File: src/rtl/ifetch_npc.sv
module ifetch_npc #(
  parameter int          ADDR_W     = 32,
  parameter int          IMM_W      = 16,
  parameter logic [31:0] RESET_ADDR = 32'h0000_0000
) (
  input  logic              clk,
  input  logic              rst,
  input  logic              br_req,
  input  logic              alu_zero,
  output logic [ADDR_W-1:0] imem_addr,
  input  logic [31:0]       imem_rdata,
  output logic [31:0]       instr,
  output logic [ADDR_W-1:0] pc
);
  localparam int          ALIGN    = 2;
  localparam int          EXT_W    = ADDR_W - IMM_W - ALIGN;
  localparam [ADDR_W-1:0] STEP     = ADDR_W'(1 << ALIGN);
  localparam [ADDR_W-1:0] PC_START = {RESET_ADDR[ADDR_W-1:ALIGN], {ALIGN{1'b0}}};

  logic [IMM_W-1:0]  offs;
  logic [ADDR_W-1:0] seq_pc, tgt_pc, nxt_pc;
  logic              take;

  assign imem_addr = pc;
  assign instr     = imem_rdata;
  assign offs      = imem_rdata[IMM_W-1:0];
  assign seq_pc    = pc + STEP;
  assign tgt_pc    = seq_pc + {{EXT_W{offs[IMM_W-1]}}, offs, {ALIGN{1'b0}}};
  assign take      = br_req & alu_zero;
  assign nxt_pc    = take ? tgt_pc : seq_pc;

  always_ff @(posedge clk) begin
    if (rst) pc <= PC_START;
    else     pc <= nxt_pc;
  end

  a_r1_reset_load: assert property (@(posedge clk)
    rst |=> pc == PC_START);

  a_r3_seq_when_no_req: assert property (@(posedge clk) disable iff (rst)
    !br_req |=> pc == $past(pc) + STEP);

  a_r4_seq_when_nonzero: assert property (@(posedge clk) disable iff (rst)
    (br_req && !alu_zero) |=> pc == $past(pc) + STEP);

  a_r5_taken_moves: assert property (@(posedge clk) disable iff (rst)
    (br_req && alu_zero && imem_rdata[IMM_W-1:0] != '1) |=> pc != $past(pc));

  a_r7_aligned: assert property (@(posedge clk) disable iff (rst)
    pc[ALIGN-1:0] == '0);

  always_comb begin
    a_r2_addr_follows_pc: assert (imem_addr === pc || $isunknown(pc));
  end
endmodule

File: config.mk
export PLATFORM = sky130hd
export DESIGN_NAME = ifetch_npc
export DESIGN_NICKNAME = d
export VERILOG_FILES = /design/src/rtl/ifetch_npc.sv
export SDC_FILE = /design/constraint.sdc
export NUM_CORES = 1
export LEC_CHECK = 0
export ABC_AREA = 1
export BUFFER_PORTS_ARGS = -buffer_cell sky130_fd_sc_hd__buf_4
export CAP_MARGIN = 20
export CORE_AREA = 3 3 108 110
export CTS_BUF_LIST = sky130_fd_sc_hd__clkbuf_4 sky130_fd_sc_hd__clkbuf_8
export CTS_CLUSTER_SIZE = 30
export DETAILED_ROUTE_END_ITERATION = 8
export DIE_AREA = 0 0 111 113
export SKIP_CTS_REPAIR_TIMING = 1
export SLEW_MARGIN = 10
export SYNTH_ARGS = -nofsm -noshare
export SYNTH_HDL_FRONTEND = slang
export SYNTH_SLANG_ARGS = --single-unit
File: constraint.sdc
create_clock -name clk -period 3.1 [get_ports clk]
set_input_delay 0.155 -clock clk [delete_from_list [all_inputs] [get_ports clk]]
set_output_delay 0.155 -clock clk [all_outputs]
set_load 0.01 [all_outputs]
# == Yosys cells after proc, flatten, opt, wreduce, memory -nomap -nowiden ==
# Cells that the tools add are included.
# totals
register_bits,32
word_cells,5
input_bits,36
out_inout_bits,96
# op_classes
add_sub_neg,2
bitwise_logic,1
muxes,1
# ops
operator,n
adder 32 x 3 -> 32 bit (second input constant),1
adder 32 bit,1
2-to-1 mux 32 bit,1
AND 1 bit,1

# == Longest topological paths before layout ==
# Gate-level depths: netlist (run 1).
# depth
ltp_word,3
mapped_depth,21

# == Worst setup path before layout (run 1) ==
# OpenSTA, ideal clock, no wires.
# synth_path
path_type,flip-flop to flip-flop
startpoint,"register pc[2], in the netlist imem_addr[2]"
endpoint,"register pc[31], in the netlist imem_addr[31]"
setup_ps,67
required_ps,3033
path_stages_with_launch,21
setup_slack_ps,418
path_buffers,0
t_arrival_ps,2614
period_less_slack_ps,2682
path_cell_list,dfxtp_1 -> ha_1 -> nand3_1 -> inv_1 -> nand2_2 -> nor2_4 -> nand2_2 -> nor2_2 -> xor2_1 -> inv_1 -> ha_1 -> nand2_1 -> inv_1 -> nand3_1 -> nor3b_1 -> nand2_1 -> nand3_1 -> nand2_1 -> nand2_1 -> nand2_1 -> a21oi_2
# synth_via
elab_chain_len,3
# synth_lines
element,line_no,source
start: declaration,13,output logic [ADDR_W-1:0] pc
start signal: assignment,34,else pc <= nxt_pc;
adder 32 x 3 -> 32 bit (*),27,assign seq_pc = pc + STEP;
adder 32 bit,28,"assign tgt_pc = seq_pc + {{EXT_W{offs[IMM_W-1]}}, offs, {ALIGN{1'b0}}};"
2-to-1 mux 32 bit (*),30,assign nxt_pc = take ? tgt_pc : seq_pc;
# Every way passes the cells marked *; elsewhere a longest branch is shown, timed or not.
# A chain may end at the register's enable or synchronous reset.

# == Worst setup path after layout (run 1) ==
# layout_path
startpoint,"register pc[2], in the netlist imem_addr[2]"
endpoint,"register pc[15], in the netlist imem_addr[15]"
# Same word-level chain as after synthesis.

==> results.md, run 1 <==
* Status: complete, no violations
* FMAX at 339 MHz
* Tightest Hold Check Type: input port to flip-flop
* # rows at 38
* CP startpoint: imem_addr[2]
* Die height at 113 µm
* Final non-filler cell total at 895
* Die ar. at 12,500 µm²
* Largest net degree at the start of global routing at 32
* Yosys top cell by area: nand2_1
* Clk root buf: clkbuf_8
* Cells along the critical path: ha_1, inv_1, nor4_2, buf_4, xor2_1, ha_1, nand2_1, nand2_1, nand2_1, nand2_1, a21oi_1, nand2_1, or2_2, nand3_1, a21oi_1
* Post-DP HPWL at 11,300 µm
* Max_cap viols at 0
* Synth top area cells: nand2_1 16%, dfxtp_1 14%, buf_4 12%, ha_1 11%, nand3_1 7.0%
* CP max FO at 6
* Clock transition at path regs at 70 ps
* Clock skew at 6.83 ps
* Power Total at 0.00160 W
* CP arrival at 3120 ps
* Drt wl/cell at 15.1 µm
* Ports at 132
* Die Width at 111 µm
* DRT antenna net count at 0
* Max FFs per register at 30
* Clock Tree Buf Depth at 2
* Setup CP Type: flip-flop to flip-flop
* Routed WL at 13,600 µm
* Syn avg cell area at 6.13 µm²
* RSZ-0062 raised after global routing: yes
* Max Slew Vio Count at 0
* Leakage at 2.74 nW
* Synth cell types at 38
* Yosys warning total at 0
* Req. time, crit path at 3260 ps
* Initial DRC Count at 310
* Number of global-route vias before repair at 4,138
* Hold Vio Cnt, Final at 0
* Worst hold start: rst
* Maximum vdd drop at 158 µV
* Cells after synthesis at 698
* Synth top area share at 0.155
* Via count at 4,418
* Worst r2r src: imem_addr[2]
* Initial Util at 0.396
* CP Launch Type: flip-flop
* First-pass GRT wire length at 21,200 µm
* Share of layout cells above drive strength 1 at 0.287
* Worst Setup End Kind: flip-flop
* Clock latency on the worst-skew pair at 280 ps
* Core Region at 10,800 µm²
* Grt ovf at 0
* Initial antenna violation count at 0
* Crit path largest cell delay at 360 ps
* Mapped Area at 4280 µm²
* Vias/cell at 4.94
* Setup violators final at 0
* PortBufs at 95
* Tcrit/Tclk final at 0.952
* Post-synthesis sequential area ratio at 0.140
* Most frequent cells in the layout: 172 x nand2_1, 119 x buf_4, 75 x inv_1
* Routability cong. at 0.907
* Total Routing Usage GR at 0.207
* Period minus WS final at 2950 ps
* FF+latch count, synth at 30
* TritonCTS clock tree: built
* Sink Count at 30
* Top cell by count, worst path: nand2_1
* Pre-antenna DRT Iters at 5
* Final net count at 828
* Worst hold slack at 230 ps
* DRC at 0
* Pwr/cell area at 305 nW/µm²
* Most common cell after layout, fill and taps aside: nand2_1
* Core Util, Final at 0.487
* Cells after DPL at 885
* Inserted Clock Buffers at 5
* H-tree depth at 2
* ANT cells at 0
* Crit-path slowest cell: dfxtp_4
* Synthesis-to-finish area growth at 22.8%
## per-stage QoR
step | worst slack [ps] | area (µm²) | TNS, ps
finish | 147 | 5250 | 0
global route | -58.5 | 5250 | -192
CTS | -136 | 4910 | -266
detailed placement | -113 | 4820 | -170
global placement | -104 | 4820 | -180
floorplan | 418 | 4290 | 0
## metal layers
layer	GRT usage	vias up	wire [µm]
li1	-	2289	-
met1	0.309	1967	6650
met3	0.0144	19	769
met2	0.327	143	5960
met4	0.0452	0	174
met5	0	-	0
## cells by family (layout without fill, tap and decap cells)
family	after synthesis	in the layout	synth area share
AO/OA/AOI/OAI	85	85	0.109
other	1	4	0.000877
XOR/XNOR	28	28	0.0574
adder cells (fa/ha/maj)	38	38	0.113
buffers and inverters	153	207	0.194
AND/OR/NAND/NOR	363	363	0.385
flip-flops	30	30	0.140
## where the power goes
group / switching [W] / internal (W) / total (W)
Combinational: 0.000460 / 0.000336 / 0.000795
Clock: 0.000159 / 0.000178 / 0.000338
Sequential: 0.0000489 / 0.000420 / 0.000469
## cells in the mapped netlist, drive strengths merged
cell type,instances
o21ai,15
nor3,15
inv,78
conb,1
a21boi,1
ha,37
nand2,186
nand3,61
and2,5
o21bai,6
nor2,70
a21oi,57
nor4,2
clkbuf,4
nand3b,4
nand4,9
or2,10
dfxtp,30
clkinv,1
nor3b,1
a21o,6
fa,1
xnor2,6
buf,70
xor2,22
## worst max-delay path: cells and delay by family, from the launching register on
family                   cells  cell delay, ps
buffers and inverters        2             240
AND/OR/NAND/NOR              8            1210
AO/OA/AOI/OAI                2             290
flip-flops                   1             360
adder cells (fa/ha/maj)      2             490
XOR/XNOR                     1             250
## worst paths after layout
check,endpoint,slack (ps),depth (start not counted)
min reg2reg,imem_addr[2],570,2
max,imem_addr[15],150,15
min,imem_addr[31],230,2
max reg2reg,imem_addr[15],150,15
## final cells by class
cell class | count | area [µm²]
Tap cell | 140 | 175
Inverter | 79 | 298
Clock inverter | 2 | 12.5
Clock buffer | 6 | 82.6
Fill cell | 1124 | 5540
Multi-Input combinational cell | 518 | 3150
Timing Repair Buffer | 120 | 921
Sequential cell | 30 | 617
Note: power is estimated with default switching activity, not from simulation.
==> inputs of run 2 (changes only) <==
ABC_CLOCK_PERIOD_IN_PS = 3100   (was default)
CORE_AREA = 3 3 93 95   (was 3 3 108 110)
DIE_AREA = 0 0 96 98   (was 0 0 111 113)
PLACE_DENSITY = 0.83   (was default)
==> results.md, run 2 (synthesis gave the netlist of run 1 again) <==
* Status: complete, no violations
* Largest net degree at the start of global routing at 32 (unchanged)
* Clk root buf: clkbuf_8
* Final net count at 816 (-1.4%)
* Final non-filler cell total at 845 (-5.6%)
* M1 WL at 6130 µm (-7.7%)
* Final setup TNS at 0 ps (unchanged)
* Drt wl/cell at 15.6 µm (+2.9%)
* Worst Setup End Kind: flip-flop
* Share of layout cells above drive strength 1 at 0.283 (-0.00478)
* Buf+Inv Stages, Crit Path at 1 (-1)
* Pwr/cell area at 309 nW/µm² (+1.1%)
* Routed wl met3 at 953 µm (+24%)
* Max Slew Vio Count at 0 (unchanged)
* H-tree depth at 2 (unchanged)
* CP arrival at 3100 ps (-20 ps)
* Cells after DPL at 833 (-5.9%)
* Initial DRC Count at 336 (+8.4%)
* ANT cells at 0 (unchanged)
* Max_cap viols at 0 (unchanged)
* Setup CP Type: flip-flop to flip-flop
* WP depth at 14 (-1)
* Req. time, crit path at 3250 ps (about the same)
* Core Region at 7810 µm² (-28%)
* Leakage at 2.68 nW (-2.4%)
* Period minus WS final at 2950 ps (-2.11 ps)
* Clock transition at path regs at 70 ps (about the same)
* CP max FO at 6 (unchanged)
* Number of global-route vias before repair at 4,047 (-2.2%)
* Maximum vdd drop at 148 µV (-6.2%)
* Hold Vio Cnt, Final at 0 (unchanged)
* Slew headroom at 0.313
* CP Launch Type: flip-flop
* FF-to-FF path depth at 14 (-1)
* Crit-path leading delay family: simple AND/OR/NAND/NOR gates
* Worst hold slack at 228 ps (-1.51 ps)
* Cells along the critical path: nand2_2, nor2_4, nand2_4, inv_2, nand2_2, xor2_1, ha_1, a21oi_1, o21ai_0, a21oi_1, nand2_1, or2_2, nand3_1, a21oi_1
* DRC at 0 (unchanged)
* RSZ-0062 raised after global routing: yes
* Via count at 4,569 (+3.4%)
* Pre-antenna DRT Iters at 5 (unchanged)
* Sink Count at 30 (unchanged)
* TritonCTS clock tree: built
* Top cell by count, worst path: a21oi_1
* Post-DP HPWL at 10,600 µm (-5.9%)
* First-pass GRT wire length at 20,200 µm (-5.0%)
* Max FFs per register at 30 (unchanged)
* Die ar. at 9410 µm² (-25%)
* Met2 wire len at 5850 µm (-1.9%)
* Most common cell after layout, fill and taps aside: nand2_1
* Worst hold path depth at 2 (unchanged)
* Max Used Layer: met4
* Initial antenna violation count at 0 (unchanged)
* Tcrit/Tclk final at 0.952 (about the same)
* Total Routing Usage GR at 0.268 (+0.0615)
* Synthesis-to-finish area growth at 20.3%
* # rows at 32 (-16%)
* PortBufs at 95 (unchanged)
* DRT antenna net count at 0 (unchanged)
* Clock Tree Buf Depth at 2 (unchanged)
* Power Total at 0.00159 W (-0.95%)
* Tightest Hold Check Type: input port to flip-flop
* Setup violators final at 0 (unchanged)
* Clock skew at 9.90 ps (+3.08 ps)
* Routability cong. at 1.01 (+11%)
* Ports at 132 (unchanged)
* Grt ovf at 0 (unchanged)
* Initial Util at 0.548 (+0.151)
* Crit path largest cell delay at 390 ps (+30 ps)
* Die height at 98 µm (-13%)
* Inserted Clock Buffers at 5 (unchanged)
* Die Width at 96 µm (-14%)
* Clock latency on the worst-skew pair at 280 ps (about the same)
* Routed WL at 13,200 µm (-2.8%)
* Most frequent cells in the layout: 175 x nand2_1, 108 x buf_4, 76 x inv_1
* Worst slew pin tran at 1030 ps
* FMAX at 339 MHz (about the same)
* Crit-path slowest cell: dfxtp_2
* Vias/cell at 5.41 (+9.5%)
## run 2: cell types whose count changed in the layout (fill, tap and decap cells not counted), moves of 3 or more
cell	delta
buf_4	-11
nor2_1	-4
nand2_2	-3
nor3_2	+3
nand2_1	+3
nor2_2	+3
## run 2: layout make-up
type / count / area [µm²]
inverters: 79 / 298
multi-input cells: 518 / 3190
repair buffers: 108 / 811
clock buffers: 6 / 82.6
flip-flops and latches: 30 / 621
fillers: 703 / 2670
well taps: 102 / 128
clock inverters: 2 / 12.5
## run 2: power breakdown
part | internal (W) | switching [W]
clock network | 0.000178 | 0.000160
logic | 0.000322 | 0.000454
registers | 0.000421 | 0.0000523
total | 0.000921 | 0.000666
## run 2: worst register-to-register path: stages, from the launching register on
cell,delay (ps)
dfxtp_2,390
nand2_2,80
nor2_4,180
nand2_4,110
inv_2,60
nand2_2,70
xor2_1,310
ha_1,370
a21oi_1,310
o21ai_0,170
a21oi_1,140
nand2_1,110
or2_2,280
nand3_1,130
a21oi_1,100
## run 2: final timing paths
kind / start / to / slack [ps]
max: imem_addr[4] / imem_addr[18] / 150
min: rst / imem_addr[31] / 230
max reg2reg: imem_addr[4] / imem_addr[18] / 150
min reg2reg: imem_addr[2] / imem_addr[2] / 510
## run 2: per-stage QoR
step / area (µm²) / worst slack [ps] / util
2_1_floorplan: 4290 / 418 / -
3_3_place_gp: 4660 / -64.2 / 0.597
3_5_place_dp: 4660 / -68.1 / 0.597
4_1_cts: 4760 / -97.0 / 0.609
5_1_grt: 5140 / -63.9 / 0.659
6_report: 5140 / 149 / 0.659
## run 2: routing by layer
metal	vias up	global-route usage
met5	-	0
met1	2103	0.403
met4	0	0.0514
met2	176	0.406
li1	2261	-
met3	29	0.0378
==> inputs of run 3 (changes only) <==
==> constraint.sdc (replaced) <==
create_clock -name clk -period 3.1 [get_ports clk]
set_input_delay 0.31 -clock clk [delete_from_list [all_inputs] [get_ports clk]]
set_output_delay 0.31 -clock clk [all_outputs]
set_load 0.01 [all_outputs]
==> results.md, run 3 (synthesis gave the netlist of run 1 again) <==
* CP arrival at 3110 ps (about the same)
* Die height at 98 µm (unchanged)
* Power Total at 0.00158 W (-0.54%)
* Max Slew Vio Count at 0 (unchanged)
* Clock latency on the worst-skew pair at 280 ps (about the same)
* Routability cong. at 0.935 (-7.2%)
* Clock Tree Buf Depth at 2 (unchanged)
* H-tree depth at 2 (unchanged)
* Pwr/cell area at 313 nW/µm² (+1.4%)
* Ports at 132 (unchanged)
* First-pass GRT wire length at 20,400 µm (+1.1%)
* DRC at 0 (unchanged)
* Largest net degree at the start of global routing at 31 (-3.1%)
* Hold Vio Cnt, Final at 0 (unchanged)
* Worst Setup End Kind: flip-flop
* DRT antenna net count at 0 (unchanged)
* Core Region at 7810 µm² (unchanged)
* FMAX at 340 MHz (+0.24%)
* Most frequent cells in the layout: 175 x nand2_1, 110 x buf_4, 76 x inv_1
* Post-Place Cell Area at 4690 µm² (+0.64%)
* Leakage at 2.65 nW (-1.2%)
* Slew headroom at 0.439 (+0.126)
* Worst slew pin tran at 840 ps (-189 ps)
* Die ar. at 9410 µm² (unchanged)
* Crit-path slowest cell: nor4_4
* Period minus WS final at 2940 ps (-7.06 ps)
* TritonCTS clock tree: built
* CP Launch Type: flip-flop
* Crit-path leading delay family: simple AND/OR/NAND/NOR gates
* Cells along the critical path: buf_4, nand4_1, nor4_4, xor2_1, ha_1, nand2_1, nand2_1, nand2_1, nand2_1, a21oi_1, nand2_1, or2_2, nand3_1, a21oi_1
* Final net count at 818 (+0.25%)
* Via count at 4,544 (-0.55%)
* Initial antenna violation count at 0 (unchanged)
* Vias/cell at 5.36 (-0.78%)
* Total Routing Usage GR at 0.273 (+0.00441)
* Synthesis-to-finish area growth at 18.0%
* Clock skew at 7.17 ps (-2.73 ps)
* RSZ-0062 raised after global routing: yes
* Max FFs per register at 30 (unchanged)
* PortBufs at 95 (unchanged)
* Grt ovf at 0 (unchanged)
* CP max FO at 6 (unchanged)
* Sink Count at 30 (unchanged)
* Initial Util at 0.548 (unchanged)
* Number of global-route vias before repair at 4,053 (+0.15%)
* Routed WL at 13,200 µm (about the same)
* Tightest Hold Check Type: input port to flip-flop
* Setup violators final at 0 (unchanged)
* Top cell by count, worst path: nand2_1
* Clk root buf: clkbuf_8
* Core Util, Final at 0.646 (-0.0123)
* Post-DP HPWL at 10,700 µm (+0.38%)
* Crit path largest cell delay at 420 ps (+30 ps)
* # rows at 32 (unchanged)
* Status: complete, no violations
* Drt wl/cell at 15.5 µm (-0.33%)
* Pre-antenna DRT Iters at 5 (unchanged)
* Tcrit/Tclk final at 0.950 (-0.00228)
* Initial DRC Count at 369 (+9.8%)
* Final Cell Area at 5050 µm² (-1.9%)
* Buf+Inv Stages, Crit Path at 1 (unchanged)
* Clock transition at path regs at 70 ps (about the same)
* Die Width at 96 µm (unchanged)
* Most common cell after layout, fill and taps aside: nand2_1
* Setup CP Type: flip-flop to flip-flop
* Max_cap viols at 0 (unchanged)
* Req. time, crit path at 3270 ps (+20 ps)
* Share of layout cells above drive strength 1 at 0.277 (-0.00613)
* Maximum vdd drop at 161 µV (+8.6%)
* ANT cells at 0 (unchanged)
* Inserted Clock Buffers at 5 (unchanged)
==> run 3: cell count changes in the layout (fill, tap and decap cells not counted), sizes merged <==
cell / change
buf: +2
==> run 3: path summary, 6_finish.rpt <==
check                                   start  slack [ps]            end  cells past startpoint
worst max-delay path            imem_addr[11]         160  imem_addr[15]                     14
worst min-delay path                      rst         370  imem_addr[31]                      2
worst max register to register  imem_addr[11]         160  imem_addr[15]                     14
worst min register to register   imem_addr[2]         480   imem_addr[2]                      1
==> run 3: layout make-up <==
cell class,count,area [µm²]
Clock buffer,6,82.6
Clock inverter,2,12.5
Fill cell,726,2760
Inverter,79,298
Multi-Input combinational cell,518,3080
Sequential cell,30,619
Tap cell,102,128
Timing Repair Buffer,110,826
==> run 3: per-stage QoR <==
step	hold WS, ps	setup TNS (ps)	setup WS [ps]	cells
after floorplan	455	0	418	701
after global placement	480	0	8.34	837
after detailed placement	508	-26.6	-22.2	837
after CTS	362	-101	-58.6	845
after global routing	383	-312	-59.7	847
final	367	0	156	847
==> run 3: where the power goes <==
part           switching [W]  internal [W]
clock               0.000162      0.000178
combinational       0.000451      0.000317
sequential         0.0000494      0.000421
==> run 3: worst register-to-register path: stages, from the launching register on <==
cell and delay, ps:
dfxtp_1 350, buf_4 140, nand4_1 150, nor4_4 420, xor2_1 300, ha_1 350
nand2_1 100, nand2_1 70, nand2_1 60, nand2_1 70, a21oi_1 210, nand2_1 170
or2_2 310, nand3_1 80, a21oi_1 60
==> run 3: per-layer routing <==
layer | vias up | part of all wire | track usage
li1 | 2271 | - | -
met1 | 2066 | 0.47 | 0.404
met2 | 180 | 0.44 | 0.413
met3 | 27 | 0.074 | 0.0354
met4 | 0 | 0.019 | 0.0689
met5 | - | 0 | 0
